`src/rtl/pcb_pkg.sv`:
```
// Shared types for the resizable partitioned ring.
package pcb_pkg;
    // Resize sequencing state: at most one resize is in flight at a time.
    typedef enum logic [1:0] {
        RZ_IDLE   = 2'd0,
        RZ_GROW   = 2'd1,
        RZ_SHRINK = 2'd2
    } rz_state_e;
endpackage

```
`src/rtl/pcb_ring_ptr.sv`:
```
// Circular pointer register.
// Moves by one on adv and wraps to 0 after last_idx. A load takes priority over advance.
// Assumes the caller never loads and advances in the same cycle.
module pcb_ring_ptr #(
    parameter int IDX_W = 7
) (
    input  logic             clk,
    input  logic             rst_n,
    input  logic             adv,
    input  logic [IDX_W-1:0] last_idx,
    input  logic             ld,
    input  logic [IDX_W-1:0] ld_val,
    output logic [IDX_W-1:0] ptr
);
    // Pointer update: reset, load, or wrapped increment.
    always_ff @(posedge clk) begin
        if (!rst_n) begin
            ptr <= '0;
        end else if (ld) begin
            ptr <= ld_val;
        end else if (adv) begin
            ptr <= (ptr == last_idx) ? '0 : ptr + 1'b1;
        end
    end
endmodule

```
`src/rtl/pcb_part_counts.sv`:
```
// Per-partition count of held entries.
// Increments when an entry is placed into a partition and decrements when one is committed from it.
// Assumes inc_en never fires on a full partition and dec_en never on an empty one.
module pcb_part_counts #(
    parameter int NUM_PARTS = 6,
    parameter int CNT_W     = 5,
    parameter int PART_W    = 3
) (
    input  logic                             clk,
    input  logic                             rst_n,
    input  logic                             inc_en,
    input  logic [PART_W-1:0]                inc_part,
    input  logic                             dec_en,
    input  logic [PART_W-1:0]                dec_part,
    output logic [NUM_PARTS-1:0][CNT_W-1:0]  cnt
);
    for (genvar p = 0; p < NUM_PARTS; p++) begin : g_part
        logic inc_hit;
        logic dec_hit;
        assign inc_hit = inc_en && (inc_part == PART_W'(p));
        assign dec_hit = dec_en && (dec_part == PART_W'(p));

        // Net count update for this partition.
        always_ff @(posedge clk) begin
            if (!rst_n) begin
                cnt[p] <= '0;
            end else begin
                case ({inc_hit, dec_hit})
                    2'b10:   cnt[p] <= cnt[p] + 1'b1;
                    2'b01:   cnt[p] <= cnt[p] - 1'b1;
                    default: cnt[p] <= cnt[p];
                endcase
            end
        end
    end
endmodule

```
`src/rtl/pcb_resize_ctrl.sv`:
```
// Resize sequencer.
// Latches one grow or shrink request, decides in which cycle it may be applied, and holds the live partition count.
// Assumes head/tail/occ_zero describe the current ring and cond_cnt is the count of the highest live partition.
module pcb_resize_ctrl
    import pcb_pkg::*;
#(
    parameter int NUM_PARTS = 6,
    parameter int IDX_W     = 7,
    parameter int CNT_W     = 5,
    parameter int K_W       = 3
) (
    input  logic             clk,
    input  logic             rst_n,
    input  logic             grow_req,
    input  logic             shrink_req,
    input  logic [IDX_W-1:0] head,
    input  logic [IDX_W-1:0] tail,
    input  logic             occ_zero,
    input  logic [CNT_W-1:0] cond_cnt,
    output logic [K_W-1:0]   act_cnt,
    output rz_state_e        rz_state,
    output logic             grow_fire,
    output logic             shrink_fire
);
    logic can_grow;
    logic can_shrink;
    logic unwrapped;

    // The ring is unwrapped when empty, head below tail, or tail parked at 0.
    always_comb begin
        unwrapped   = occ_zero || (head < tail) || (tail == '0);
        grow_fire   = (rz_state == RZ_GROW) && unwrapped;
        shrink_fire = (rz_state == RZ_SHRINK) && (cond_cnt == '0);
        can_grow    = int'(act_cnt) < NUM_PARTS;
        can_shrink  = int'(act_cnt) > 1;
    end

    // Request latching, application and live partition count.
    always_ff @(posedge clk) begin
        if (!rst_n) begin
            rz_state <= RZ_IDLE;
            act_cnt  <= K_W'(NUM_PARTS);
        end else if (grow_fire) begin
            rz_state <= RZ_IDLE;
            act_cnt  <= act_cnt + 1'b1;
        end else if (shrink_fire) begin
            rz_state <= RZ_IDLE;
            act_cnt  <= act_cnt - 1'b1;
        end else if (rz_state == RZ_IDLE) begin
            if (grow_req && can_grow) begin
                rz_state <= RZ_GROW;
            end else if (shrink_req && can_shrink) begin
                rz_state <= RZ_SHRINK;
            end
        end
    end
endmodule

```
`src/rtl/pcb_resizable_ring.sv`:
```
// Partitioned circular buffer control with run-time resizing.
// Tracks head, tail and occupancy over a ring whose length is the live partition count times PART_DEPTH.
// A condemned partition takes no new entries and is powered down only once drained.
// Assumes callers act only on alloc_ok / commit_ok and that payload lives elsewhere.
module pcb_resizable_ring
    import pcb_pkg::*;
#(
    parameter int NUM_PARTS  = 6,
    parameter int PART_DEPTH = 16,
    localparam int TOTAL     = NUM_PARTS * PART_DEPTH,
    localparam int IDX_W     = $clog2(TOTAL),
    localparam int OCC_W     = $clog2(TOTAL + 1)
) (
    input  logic                 clk,
    input  logic                 rst_n,
    input  logic                 alloc_req,
    input  logic                 commit_req,
    input  logic                 grow_req,
    input  logic                 shrink_req,
    output logic                 alloc_ok,
    output logic                 commit_ok,
    output logic [IDX_W-1:0]     tail_idx,
    output logic [IDX_W-1:0]     head_idx,
    output logic [OCC_W-1:0]     occupancy,
    output logic                 full,
    output logic                 empty,
    output logic [NUM_PARTS-1:0] part_active,
    output logic                 shrink_pending,
    output logic                 grow_pending
);
    localparam int CNT_W  = $clog2(PART_DEPTH + 1);
    localparam int K_W    = $clog2(NUM_PARTS + 1);
    localparam int PART_W = (NUM_PARTS > 1) ? $clog2(NUM_PARTS) : 1;

    logic [K_W-1:0]                   act_cnt;
    rz_state_e                        rz_state;
    logic                             grow_fire;
    logic                             shrink_fire;
    logic                             resize_fire;
    logic [OCC_W-1:0]                 cap;
    logic [OCC_W-1:0]                 cond_base;
    logic [IDX_W-1:0]                 last_idx;
    logic [PART_W-1:0]                tail_part;
    logic [PART_W-1:0]                head_part;
    logic [PART_W-1:0]                cond_part;
    logic [NUM_PARTS-1:0][CNT_W-1:0]  part_cnt;
    logic                             tail_in_cond;
    logic                             head_ld;
    logic                             tail_ld;
    logic [IDX_W-1:0]                 tail_ld_val;

    // Live capacity, condemned partition base and the partitions the pointers sit in.
    always_comb begin
        cap       = OCC_W'(int'(act_cnt) * PART_DEPTH);
        cond_base = OCC_W'((int'(act_cnt) - 1) * PART_DEPTH);
        last_idx  = IDX_W'(int'(cap) - 1);
        cond_part = PART_W'(int'(act_cnt) - 1);
        tail_part = PART_W'(int'(tail_idx) / PART_DEPTH);
        head_part = PART_W'(int'(head_idx) / PART_DEPTH);
    end

    // Status flags and acceptance of this cycle's requests.
    always_comb begin
        full           = (occupancy == cap);
        empty          = (occupancy == '0);
        shrink_pending = (rz_state == RZ_SHRINK);
        grow_pending   = (rz_state == RZ_GROW);
        resize_fire    = grow_fire || shrink_fire;
        tail_in_cond   = shrink_pending && (OCC_W'(tail_idx) >= cond_base);
        alloc_ok       = alloc_req && !full && !tail_in_cond && !resize_fire;
        commit_ok      = commit_req && !empty && !resize_fire;
    end

    // Pointer repositioning when a resize is applied.
    always_comb begin
        head_ld     = resize_fire && empty;
        tail_ld     = head_ld
                   || (grow_fire && (tail_idx == '0))
                   || (shrink_fire && (OCC_W'(tail_idx) == cond_base));
        tail_ld_val = (grow_fire && !empty) ? IDX_W'(cap) : '0;
    end

    // Occupancy follows the net of accepted allocations and commits.
    always_ff @(posedge clk) begin
        if (!rst_n) begin
            occupancy <= '0;
        end else if (alloc_ok && !commit_ok) begin
            occupancy <= occupancy + 1'b1;
        end else if (commit_ok && !alloc_ok) begin
            occupancy <= occupancy - 1'b1;
        end
    end

    pcb_ring_ptr #(.IDX_W(IDX_W)) u_tail (
        .clk      (clk),
        .rst_n    (rst_n),
        .adv      (alloc_ok),
        .last_idx (last_idx),
        .ld       (tail_ld),
        .ld_val   (tail_ld_val),
        .ptr      (tail_idx)
    );

    pcb_ring_ptr #(.IDX_W(IDX_W)) u_head (
        .clk      (clk),
        .rst_n    (rst_n),
        .adv      (commit_ok),
        .last_idx (last_idx),
        .ld       (head_ld),
        .ld_val   ('0),
        .ptr      (head_idx)
    );

    pcb_part_counts #(
        .NUM_PARTS (NUM_PARTS),
        .CNT_W     (CNT_W),
        .PART_W    (PART_W)
    ) u_counts (
        .clk      (clk),
        .rst_n    (rst_n),
        .inc_en   (alloc_ok),
        .inc_part (tail_part),
        .dec_en   (commit_ok),
        .dec_part (head_part),
        .cnt      (part_cnt)
    );

    pcb_resize_ctrl #(
        .NUM_PARTS (NUM_PARTS),
        .IDX_W     (IDX_W),
        .CNT_W     (CNT_W),
        .K_W       (K_W)
    ) u_ctrl (
        .clk         (clk),
        .rst_n       (rst_n),
        .grow_req    (grow_req),
        .shrink_req  (shrink_req),
        .head        (head_idx),
        .tail        (tail_idx),
        .occ_zero    (empty),
        .cond_cnt    (part_cnt[cond_part]),
        .act_cnt     (act_cnt),
        .rz_state    (rz_state),
        .grow_fire   (grow_fire),
        .shrink_fire (shrink_fire)
    );

    // Power enable: partitions below the live count are on.
    for (genvar p = 0; p < NUM_PARTS; p++) begin : g_mask
        assign part_active[p] = (int'(act_cnt) > p);
    end
endmodule

```
`config.mk`:
```
export PLATFORM = sky130hd
export DESIGN_NAME = pcb_resizable_ring
export DESIGN_NICKNAME = d
export VERILOG_FILES = /design/src/rtl/pcb_pkg.sv /design/src/rtl/pcb_ring_ptr.sv /design/src/rtl/pcb_part_counts.sv /design/src/rtl/pcb_resize_ctrl.sv /design/src/rtl/pcb_resizable_ring.sv
export SDC_FILE = /design/constraint.sdc
export NUM_CORES = 1
export LEC_CHECK = 0
export CAP_MARGIN = 25
export CORE_AREA = 3 3 99 101
export CTS_BUF_LIST = sky130_fd_sc_hd__clkbuf_8
export DETAILED_ROUTE_END_ITERATION = 16
export DIE_AREA = 0 0 102 104
export GPL_TIMING_DRIVEN = 0
export PLACE_DENSITY = 0.63
export SETUP_SLACK_MARGIN = 0.4
export SLEW_MARGIN = 20
export SYNTH_ARGS = -nofsm -noshare
export SYNTH_HDL_FRONTEND = slang
export SYNTH_SLANG_ARGS = --single-unit
```
`constraint.sdc`:
```
create_clock -name clk -period 5.37 [get_ports clk]
set_input_delay 1.3425 -clock clk [delete_from_list [all_inputs] [get_ports clk]]
set_output_delay 1.3425 -clock clk [all_outputs]
set_load 0.02 [all_outputs]
```
==> After elaboration in Yosys (flattened, before gate mapping) <==
Index checks and enable logic that the tools add are counted.
{ "classes": {"n_addsub": 20, "magnitude_cmp": 10, "eq_ne": 28, "muxes": 19, "bitwise_logic": 1, "reduce_logical": 58} }
{ "op_table": {"columns": ["operator", "count"], "rows": [
  ["$pmux 5 s2", 6],
  ["$mux 7", 7],
  ["$add 5x1->5 const B", 6],
  ["$sub 5x1->5 const B", 6],
  ["$eq 7x7->1", 4],
  ["$logic_and 1x1->1", 28],
  ["$add 7x1->7 const B", 3],
  ["$reduce_bool 2->1", 10],
  ["$bmux 5 s3", 1],
  ["$eq 2x1->1 const B", 7],
  ["$eq 2x2->1 const B", 7],
  ["$logic_not 7->1", 2],
  ["$sub 7x1->7 const B", 2],
  ["$eq 3x2->1 const B", 4],
  ["$eq 3x3->1 const B", 4],
  ["$ge 7x7->1", 1],
  ["$lt 7x7->1", 1],
  ["$eq 3x1->1 const B", 2],
  ["$gt 3x1->1 const B", 2],
  ["$gt 3x2->1 const B", 2],
  ["$gt 3x3->1 const B", 2],
  ["$logic_not 1->1", 6],
  ["$logic_not 3->1", 2],
  ["$mux 3", 2],
  ["other kinds (13)", 19]
]} }
{ "totals": {"register_bits": 56, "inputBits": 6, "out_inout_bits": 33, "word_cells": 147} }

==> Longest topological paths before layout <==
Gate-level depths: netlist (run 1).
{ "depth": {"depth_word": 12, "ltp_mapped": 23, "depth_no_buf": 21} }

==> Modules after synthesis <==
Synthesis (run 1) repeated with hierarchy kept, for this count alone.
{ "hier_totals": {"hier_cells": 587, "area_unflattened_um2": 4852.2} }
{ "modules_own_cells": {"columns": ["mod", "instances", "cells_per_inst", "area_per_inst_um2", "seq_area_each_um2"], "rows": [
  ["pcb_part_counts", 1, 272, 2280.9, 600.6],
  ["pcb_resizable_ring", 1, 135, 1092.3, 140.1],
  ["pcb_ring_ptr", 2, 56, 476.7, 140.1],
  ["pcb_resize_ctrl", 1, 68, 525.5, 100.1]
]} }

==> Worst setup path after synthesis (run 1) <==
Ideal clock, no wire load.
{ "synth_timing": {"kind": "register to register", "startpoint": "register u_ctrl.act_cnt[0]", "endpoint": "register occupancy[6]", "setup_time_ns": 0.070, "arrival_ns": 4.544, "required_ns": 5.300, "slack_ns": 0.756, "stages_incl_launch_ff": 23, "n_path_buf": 1, "synth_period_minus_slack_ns": 4.614, "cell_sequence": "dfxtp_1 buf_2 inv_1 ha_1 xor2_1 inv_1 ha_1 and3b_1 a311o_1 o21bai_1 a21oi_1 nand3_2 inv_1 ha_1 inv_1 fa_1 a21o_1 a21oi_1 o21bai_1 a21oi_1 xnor2_1 or3_1 a21oi_1"} }
{ "synth_via": {"elab_chain_cells": 11, "elab_cells_between_ends": 22, "classes_between": "1 x add/sub; 1 x order compare; 1 x eq/ne; 3 x mux; 16 x reduce/logical"} }
{ "synth_lines": {"columns": ["item", "line", "source"], "rows": [
  ["from (decl)", "pcb_resize_ctrl.sv:20", "output logic [K_W-1:0] act_cnt,"],
  ["from (signal assigned)", "pcb_resize_ctrl.sv:42", "act_cnt <= K_W'(NUM_PARTS);"],
  ["from (signal assigned)", "pcb_resize_ctrl.sv:45", "act_cnt <= act_cnt + 1'b1;"],
  ["from (signal assigned)", "pcb_resize_ctrl.sv:48", "act_cnt <= act_cnt - 1'b1;"],
  ["$sub 3x1->3", "pcb_resizable_ring.sv:55, pcb_resizable_ring.sv:57", null],
  ["$bmux 5 s3", "pcb_resizable_ring.sv:141", ".cond_cnt (part_cnt[cond_part]),"],
  ["$mux 5 (not written as such)", "pcb_resizable_ring.sv:141", null],
  ["$logic_not 5->1", "pcb_resize_ctrl.sv:33", "shrink_fire = (rz_state == RZ_SHRINK) && (cond_cnt == '0);"],
  ["$logic_and 1x1->1", "pcb_resize_ctrl.sv:33", null],
  ["$logic_or 1x1->1", "pcb_resizable_ring.sv:68", "resize_fire = grow_fire || shrink_fire;"],
  ["$logic_not 1->1", "pcb_resizable_ring.sv:70", "alloc_ok = alloc_req && !full && !tail_in_cond && !resize_fire;"],
  ["$logic_and 1x1->1 *", "pcb_resizable_ring.sv:70", null],
  ["net alloc_ok", "pcb_resizable_ring.sv:20", "output logic alloc_ok,"],
  ["$logic_not 1->1", "pcb_resizable_ring.sv:89", "end else if (commit_ok && !alloc_ok) begin"],
  ["$logic_and 1x1->1", "pcb_resizable_ring.sv:89", null],
  ["$reduce_bool 2->1 (no source line)", null, null],
  ["to (signal assigned)", "pcb_resizable_ring.sv:88", "occupancy <= occupancy + 1'b1;"],
  ["to (signal assigned)", "pcb_resizable_ring.sv:90", "occupancy <= occupancy - 1'b1;"],
  ["to (decl)", "pcb_resizable_ring.sv:24", "output logic [OCC_W-1:0] occupancy,"]
]} }
The timed path passes the listed nets; every way through them passes the cells marked *. The select of a mux whose other input is x is not followed.
A chain may end at the register's enable or synchronous reset.

==> Worst setup path after layout (run 1) <==
{ "layout_timing": {"startpoint": "register u_ctrl.act_cnt[0]", "endpoint": "output port alloc_ok"} }
{ "layout_via": {"elab_chain_cells": 8, "elab_cells_between_ends": 15, "classes_between": "1 x add/sub; 1 x order compare; 1 x eq/ne; 2 x mux; 10 x reduce/logical"} }
{ "layout_lines": {"columns": ["item", "line"], "rows": [
  ["$sub 3x1->3", "pcb_resizable_ring.sv:55, pcb_resizable_ring.sv:57"],
  ["$bmux 5 s3", "pcb_resizable_ring.sv:141"],
  ["$mux 5 (not written as such)", "pcb_resizable_ring.sv:141"],
  ["$logic_not 5->1", "pcb_resize_ctrl.sv:33"],
  ["$logic_and 1x1->1", "pcb_resize_ctrl.sv:33"],
  ["$logic_or 1x1->1", "pcb_resizable_ring.sv:68"],
  ["$logic_not 1->1", "pcb_resizable_ring.sv:70"],
  ["$logic_and 1x1->1 *", "pcb_resizable_ring.sv:70"],
  ["to (decl)", "pcb_resizable_ring.sv:20"]
]} }
Every way passes the cells marked *; elsewhere a longest branch is shown, timed or not. The select of a mux whose other input is x is not followed.

==> run metrics, run 1 <==
Setup TNS Final=0 ps; largest cells by area after synthesis=dfxtp_1 (28%), ha_1 (14%), xor2_1 (6.8%); Total Routing Usage GR=0.181; DR iter-0 viols=~270; CP Capture Type=output port; DR WL/cell=about 15 um; clk sinks=56; status=finished, final reports clean; Die Wd=102 um; # diodes=0; TritonCTS buffer count=5; Mapped Area=between 3000 and 4000 sq um; vias in the first global route=3273; Slew HR=0.601; H-tree depth=2; #FFs+latches synth=56; largest net degree at the start of global routing=17; Worst Path Required=around 4000 ps; Hold Crit Class=flop to flop; CP Launch Type=flop; post-DP HPWL=7.15 mm; clock-pin slew on the worst setup and hold paths=100 ps; GPL Wtd Cong=about 0.83; TritonCTS clock tree=done; pwr/cell area=414 nW/um^2; synthesized area per cell=8.28 sq um; cell taking the most area after synthesis=dfxtp_1; clk_skew=4.22 ps; fin cells=around 640; drt total wl=9.38 mm; Vias=~3500; nets=590; root buffer cell=clkbuf_8; max frequency=210 MHz; core area=9110 sq um; Top FF cell, synth=dfxtp_1; antenna violations before repair=0; clock buffer depth=2; syn_nets=540; placed cells=629; Final Util=0.514; Worst-Skew Late Latency=310 ps; Static Leak=around 0.0021 uW; Routed Antenna Nets=0; Die ar.=10600 sq um; sequential element share of the synthesized area=0.281; Die Y=104 um; classification of the worst setup path=flop to output port; CTS hold repair buffers=0; Max FO, Critical Path=10; RSZ-0062 raised after global routing=no; Setup violations, final=0; total power=1940 uW; max-cap violations=0; total congestion overflow=0; 1st-pass router iterations=4; first-pass GRT wire length=15.8 mm; yosys warns=0; PortBufs=37; worst vdd ir=0.293 mV; Layout area overhead=17.4%; proportion of layout cells with a drive suffix above 1=0.0695; fin crit period=4750 ps; row count=35; initial core utilization=0.438; Top-Level Pins=39; CP Data Arrival Time=roughly 3400 ps; DR DRC count=0; Mapped Cells=roughly 480; Final period util=0.885; Slew Viols, Final=0; vias per cell=5.49; share of flip-flops with an asynchronous set or reset=0; number of flops mapped to enable cells by yosys=0; final hold vios=0; share of the synthesized area in the top cell type=0.281; Yosys cell types=55; Tightest Pin Transition=593 ps
==> cell usage after synthesis, types with 7 or more instances <==
cell type / number
fa_1: 7
nor3_1: 10
ha_1: 46
o21ai_0: 13
clkbuf_1: 13
inv_1: 35
mux2i_1: 7
xor2_1: 31
nor2_1: 66
or3_1: 9
nand3_1: 13
xnor2_1: 15
a21o_1: 15
dfxtp_1: 56
nand2_1: 19
a21oi_1: 50
nor4_1: 7
==> cells by family after synthesis <==
family	after synthesis	share of synthesized area
xor+xnor	46	0.101
simple gates	158	0.198
compound gates	101	0.157
buf+inv	59	0.0593
fa+ha+maj	53	0.180
mux	8	0.0232
flops	56	0.281
==> layout by cell type (no fill, tap or decap), types with 10 or more instances in the layout <==
master,count
xnor2_1,15
inv_1,34
a21o_1,15
clkbuf_1,12
ha_1,45
dfxtp_1,54
nor2_1,65
a21oi_1,49
nor3_1,10
nand3_1,13
nand2_1,19
clkdlybuf4s50_1,36
xor2_1,30
o21ai_0,13
==> state kept, by name, summed over array words and instances, names as in the netlist <==
| signal | flops |
|---|---|
| u_ctrl.act_cnt | 3 |
| u_ctrl.rz_state | 2 |
| occupancy | 7 |
| u_head.ptr | 7 |
| u_tail.ptr | 7 |
| u_counts.cnt | 30 |
==> worst paths after layout <==
path | startpoint | endpoint | slack (ps) | depth (start not counted)
min | u_counts.cnt[19] | u_counts.cnt[19] | 490 | 2
min reg2reg | u_counts.cnt[19] | u_counts.cnt[19] | 490 | 2
max | u_ctrl.act_cnt[0] | alloc_ok | 620 | 14
max reg2reg | u_ctrl.act_cnt[0] | occupancy[6] | 690 | 22
==> timing repair <==
item / 4_1_cts / 5_1_grt
buffers inserted: 1 / 5
gates resized for setup: 4 / 9
setup endpoints to repair: 6 / 11
==> metal layers <==
| layer | wire (um) | global-route usage |
|---|---|---|
| met4 | 67 | 0.0309 |
| met2 | 4390 | 0.290 |
| met3 | 455 | 0.0282 |
| met5 | 0 | 0 |
| met1 | 4460 | 0.259 |
==> where the power goes <==
part | leakage (uW) | internal (uW) | switching (uW)
clock | 0.0000593 | 137 | 148
combinational | 0.00155 | 486 | 614
sequential | 0.000455 | 476 | 75.2
==> layout make-up <==
type,count,area [sq um]
sequential,56,1120
clock buffer,5,68.8
buffer,22,105
fill,894,4430
multi-input combinational,366,2640
timing repair buffer,43,414
tap,111,139
inverter,37,146
clock inverter,3,38.8
==> critical path: stages (launching register included) <==
cell           delay, ps
dfxtp_2              370
buf_6                170
clkinvlp_4           130
ha_1                 250
xor2_2               220
inv_1                110
ha_1                 310
and3b_1              190
a311o_1              310
o21bai_1             150
a21oi_1              180
nand3_2              130
clkinvlp_4           150
buf_4                110
dlygate4sd2_1        320
==> stage by stage <==
step / instance area (sq um) / worst slack (ps) / hold slack (ps)
floorplan: 3990 / 756 / 442
global placement: 4490 / 202 / 464
detailed placement: 4490 / 60.7 / 481
CTS: 4620 / 430 / 501
global route: 4680 / 413 / 532
finish: 4680 / 615 / 493
(Power assumes the default switching activity.)
==> run 2, diff against run 1 <==
Settings changed: CORE_AREA 3 3 99 101 to 3 3 76 131, DIE_AREA 0 0 102 104 to 0 0 79 134.
==> run 2 against run 1 <==
Worst setup slack improved by 36 ps. Maximum frequency increased by 0.76%. Clock skew rose by 0.91 ps. Largest cell class unchanged. Critical path depth decreased by 1. Largest power group unchanged. Cell area down 0.19%.
==> run metrics, run 2 (same netlist as run 1, synthesis figures left out) <==
fin cells=651; Setup TNS Final=0 ps; Biggest register=u_counts.cnt; met3 wire length=283 um; CP Capture Type=output port; GPL Wtd Cong=0.812; # diodes=0; Tightest Pin Transition=664 ps; vias per cell=5.38; drt total wl=9.64 mm; CTS hold repair buffers=0; max frequency=between 200 and 250 MHz; Die Wd=79 um; Top-Level Pins=39; RSZ-0062 raised after global routing=no; Total Routing Usage GR=0.194; most common cell after layout, fill and taps aside=nor2_1; DR iter-0 viols=189; placed instance area=between 4000 and 5000 sq um; TritonCTS clock tree=done; CP Data Arrival Time=3380 ps; root buffer cell=clkbuf_8; worst vdd ir=about 0.3 mV; vias in the first global route=3519; core area=9090 sq um; fin crit period=4720 ps; Design Area, Final=4670 sq um; DR WL/cell=14.8 um; Slew HR=0.554; first-pass GRT wire length=16.7 mm; Worst-Skew Late Latency=320 ps; r2r setup slk=about 700 ps; met1 wire length=4.01 mm; Die ar.=10600 sq um; post-DP HPWL=7.46 mm; H-tree depth=2; clock-pin slew on the worst setup and hold paths=about 100 ps; PortBufs=37; max-cap violations=0; Hold Crit Class=flop to flop; Setup violations, final=0; antenna violations before repair=0; Max FO, Critical Path=10; largest delay contributor family on the critical path=buffers and inverters; Bufs and invs on worst path=5; max reg flops=30; classification of the worst setup path=flop to output port; Final period util=0.879; Static Leak=about 0.0021 uW; CP Cell Sequence=buf_6 > clkinvlp_4 > ha_1 > xor2_2 > inv_1 > ha_1 > and3b_1 > a311o_1 > o21bai_1 > a21oi_1 > nand3_2 > clkinvlp_4 > dlygate4sd2_1; most frequent cells in the layout=nor2_1 (65), dfxtp_1 (56), a21oi_1 (49); nets=589; Worst Path Required=4030 ps; CP Launch Type=flop; pwr/cell area=~400 nW/um^2; Vias=between 3000 and 4000; met2 WL=~5.2 mm; clk_skew=between 5 and 6 ps; 1st-pass router iterations=5; placed cells=about 640; proportion of layout cells with a drive suffix above 1=0.0659; Layout area overhead=17.2%; row count=46; Routed Antenna Nets=0; clock buffer depth=2; max layer used=met4; Critical Path Max Stage Delay=390 ps; CP max-delay cell=dfxtp_1; final hold vios=0; clk sinks=56; total congestion overflow=0; largest net degree at the start of global routing=16; Min Hold Slack=496 ps; DR DRC count=0; Slew Viols, Final=0; TritonCTS buffer count=5; Die Y=134 um; status=finished, final reports clean; initial core utilization=0.438
run 2: cell types whose count changed in the layout (fill, tap and decap cells not counted), sizes merged:
cell and change:
buf -2, bufinv -1, clkbuf +2, clkinv -1
inv +1
run 2: worst min-delay path, stage by stage (launching register included):
cell and delay (ps):
dfxtp_1 330, o21ai_0 70, a21oi_1 60
run 2: layout make-up:
| type | instances | area (sq um) |
|---|---|---|
| multi-input cells | 366 | 2650 |
| well taps | 120 | 150 |
| repair buffers | 42 | 407 |
| inverters | 37 | 146 |
| plain buffers | 22 | 108 |
| clock inverters | 2 | 7.51 |
| flip-flops and latches | 56 | 1120 |
| fillers | 939 | 4420 |
| clock buffers | 6 | 82.6 |
run 2: stage by stage:
stage / worst slack (ps) / utilization / total power [uW]
after CTS: 511 / 0.508 / 1880
after floorplan: 756 / - / 1310
final: 651 / 0.514 / 1900
after global placement: 162 / 0.495 / 1590
after global routing: 400 / 0.514 / 2060
after detailed placement: 44.7 / 0.495 / 1610
run 2: layer usage:
| layer | vias to the layer above | track usage |
|---|---|---|
| met5 | - | 0 |
| met4 | 0 | 0.0593 |
| met3 | 10 | 0.0242 |
| met2 | 69 | 0.354 |
| met1 | 1659 | 0.232 |
| li1 | 1766 | - |
run 2: what timing repair did:
action                     in CTS  in global routing
setup endpoints to repair       9                  9
buffers inserted                2                  3
resized for setup               4                 11
run 2: power breakdown:
group	internal (uW)	switching (uW)	leakage, uW	total (uW)
Sequential	474	73.6	0.000455	548
Clock	102	145	0.0000538	247
Combinational	480	620	0.00154	1100
run 2: final timing paths:
| path | start | endpoint | cells past startpoint |
|---|---|---|---|
| setup / recovery | u_ctrl.act_cnt[0] | alloc_ok | 13 |
| hold / removal | u_counts.cnt[14] | u_counts.cnt[14] | 2 |
| setup reg to reg | u_ctrl.act_cnt[0] | u_counts.cnt[9] | 21 |
| hold reg to reg | u_counts.cnt[14] | u_counts.cnt[14] | 2 |
==> run 3, diff against run 2 <==
Clock period 5.37 ns to 5.2 ns, I/O delays scaled along.
==> run 3 against run 2 <==
Clock power increased by 3%. Wire length about the same. Flip-flop and latch count unchanged. Hold slack about the same. Non-clock buffer count increased by 1. Power increased by 3.8%. First-iteration DRC count decreased by 3.7%. Via count decreased by 0.88%. Count of clock-buffer cells in the layout unchanged. Cell area increased by 0.56%. Cell count increased by 0.15%. Critical endpoint unchanged.
==> run metrics, run 3 (same netlist as run 1, synthesis figures left out) <==
worst vdd ir=0.307 mV; fillers=934; row count=46; Static Leak=between 0.002 and 0.0025 uW; initial core utilization=0.438; placed instance area=around 4500 sq um; Max FO, Critical Path=10; worst hold path endpoint=u_counts.cnt[14]; clock-pin slew on the worst setup and hold paths=100 ps; Worst Path Required=3900 ps; antenna violations before repair=0; 1st-pass router iterations=4; DR WL/cell=14.8 um; CP max-delay cell=dfxtp_2; DR iter-0 viols=182; PortBufs=37; CTS hold repair buffers=0; Hold Path Origin=u_counts.cnt[14]; drt total wl=9.64 mm; most frequent cells in the layout=nor2_1 (65), dfxtp_1 (54), a21oi_1 (48); H-tree depth=2; TritonCTS clock tree=done; status=finished, final reports clean; RSZ-0062 raised after global routing=yes; Die ar.=between 10000 and 15000 sq um; vias in the first global route=around 3500; Hold Crit Class=flop to flop; pwr/cell area=419 nW/um^2; switching share of power=0.441; total congestion overflow=0; first-pass GRT wire length=16.7 mm; Seq pwr share=0.288; total power=1970 uW; clk sinks=56; R2R Path End=occupancy[6]; max frequency=about 220 MHz; CP Capture Type=output port; Crit. path cell count=14; largest net degree at the start of global routing=16; P_int=1100 uW; TritonCTS buffer count=5; proportion of layout cells with a drive suffix above 1=0.0827; Routed Antenna Nets=0; Biggest register=u_counts.cnt; DR DRC count=0; clk_skew=approximately 5.7 ps; max reg flops=30; CP Cell Sequence=buf_6 > clkinvlp_4 > ha_1 > xor2_2 > inv_1 > ha_1 > and3b_1 > a311o_1 > o21bai_1 > a21oi_1 > nand3_2 > clkinvlp_4 > buf_4 > clkbuf_2; Setup violations, final=0; Vias=3473; Total Routing Usage GR=0.194; vias per cell=5.33; logic gate share of total power=0.582; largest delay contributor family on the critical path=buffers and inverters; Slew Viols, Final=0; max-cap violations=0; Critical Path Max Stage Delay=360 ps; Layout area overhead=17.9%; P_sw=a little under 900 uW; worst r2r src=u_ctrl.act_cnt[0]; number of cells on the worst hold path=2; root buffer cell=clkbuf_8; core area=9090 sq um; Bufs and invs on worst path=6; CP Launch Type=flop; r2r setup slk=approximately 650 ps; Slew HR=0.568; final hold vios=0; Final period util=0.876; Top-Level Pins=39; most common cell after layout, fill and taps aside=nor2_1; nets=590; Min Hold Slack=496 ps; fin crit period=4550 ps; GPL Wtd Cong=between 0.8 and 0.9; clock buffer depth=2; classification of the worst setup path=flop to output port; Die Wd=between 70 and 80 um; post-DP HPWL=7.46 mm; Tightest Pin Transition=642 ps; Die Y=134 um; # diodes=0; CP Data Arrival Time=about 3300 ps; reg2reg path depth=22; Worst-Skew Late Latency=320 ps; Design Area, Final=4700 sq um; clock power share=0.129
==> run 3: cell types whose count changed in the layout (fill, tap and decap cells not counted), moves of 2 or more <==
cell,delta
ha_2,+2
dfxtp_2,+2
clkbuf_2,+2
dfxtp_1,-2
ha_1,-2
==> run 3: repair_timing <==
item | in CTS | in global routing
setup buffers | 2 | 4
hold endpoints to repair | 0 | 0
gates resized for setup | 7 | 21
endpoints found under the setup margin | 18 | 13
==> run 3: worst max path at each step <==
stage / to / slack, ps / from
floorplan: occupancy[6] / 590 / u_ctrl.act_cnt[0]
global placement: occupancy[6] / -8 / u_ctrl.act_cnt[0]
detailed placement: occupancy[6] / -130 / u_ctrl.act_cnt[0]
CTS: u_counts.cnt[9] / 420 / u_ctrl.act_cnt[0]
global route: u_counts.cnt[19] / 360 / u_ctrl.act_cnt[0]
finish: alloc_ok / 650 / u_ctrl.act_cnt[0]
==> run 3: area by class of cell <==
| cell class | instances | area [sq um] | area share |
|---|---|---|---|
| Buffer | 22 | 111 | 0.0237 |
| Tap cell | 120 | 150 | 0.0320 |
| Sequential cell | 56 | 1120 | 0.239 |
| Clock inverter | 2 | 7.51 | 0.00160 |
| Multi-Input combinational cell | 366 | 2660 | 0.567 |
| Timing Repair Buffer | 43 | 413 | 0.0879 |
| Inverter | 37 | 146 | 0.0312 |
| Clock buffer | 6 | 82.6 | 0.0176 |
==> run 3: metal layers <==
metal / track usage / wire length, um / vias up
li1: - / - / 1762
met1: 0.231 / 4060 / 1653
met2: 0.354 / 5210 / 48
met3: 0.0242 / 237 / 10
met4: 0.0593 / 125 / 0
met5: 0 / 0 / -
==> run 3: stage by stage <==
| step | instances | utilization | worst slack, ps | TNS [ps] |
|---|---|---|---|---|
| final | 652 | 0.517 | 646 | 0 |
| after global routing | 652 | 0.517 | 361 | 0 |
| after CTS | 648 | 0.509 | 419 | 0 |
| after detailed placement | 638 | 0.495 | -125 | -125 |
| after global placement | 638 | 0.495 | -7.92 | -7.92 |
| after floorplan | 481 | - | 586 | 0 |
==> run 3: power groups by stage <==
stage               Combinational (uW)  Clock (uW)  Sequential [uW]
global route                      1280         277              578
floorplan                          756           0              592
finish                            1150         254              568
CTS                               1120         261              565
detailed placement                1090           0              575
global placement                  1060           0              573
==> run 3: worst register-to-register path: stages, from the launching register on <==
cell and delay, ps:
dfxtp_2 360, buf_6 170, clkinvlp_4 140, ha_1 250
xor2_2 170, inv_1 100, ha_1 310, and3b_1 190
a311o_1 330, o21bai_1 180, a21oi_1 190, nand3_2 140
clkinvlp_4 160, ha_1 210, inv_2 90, fa_2 360
a21o_1 180, a21oi_2 190, o21bai_1 80, a21oi_1 180
xnor2_1 90, or3_1 300, a21oi_1 140
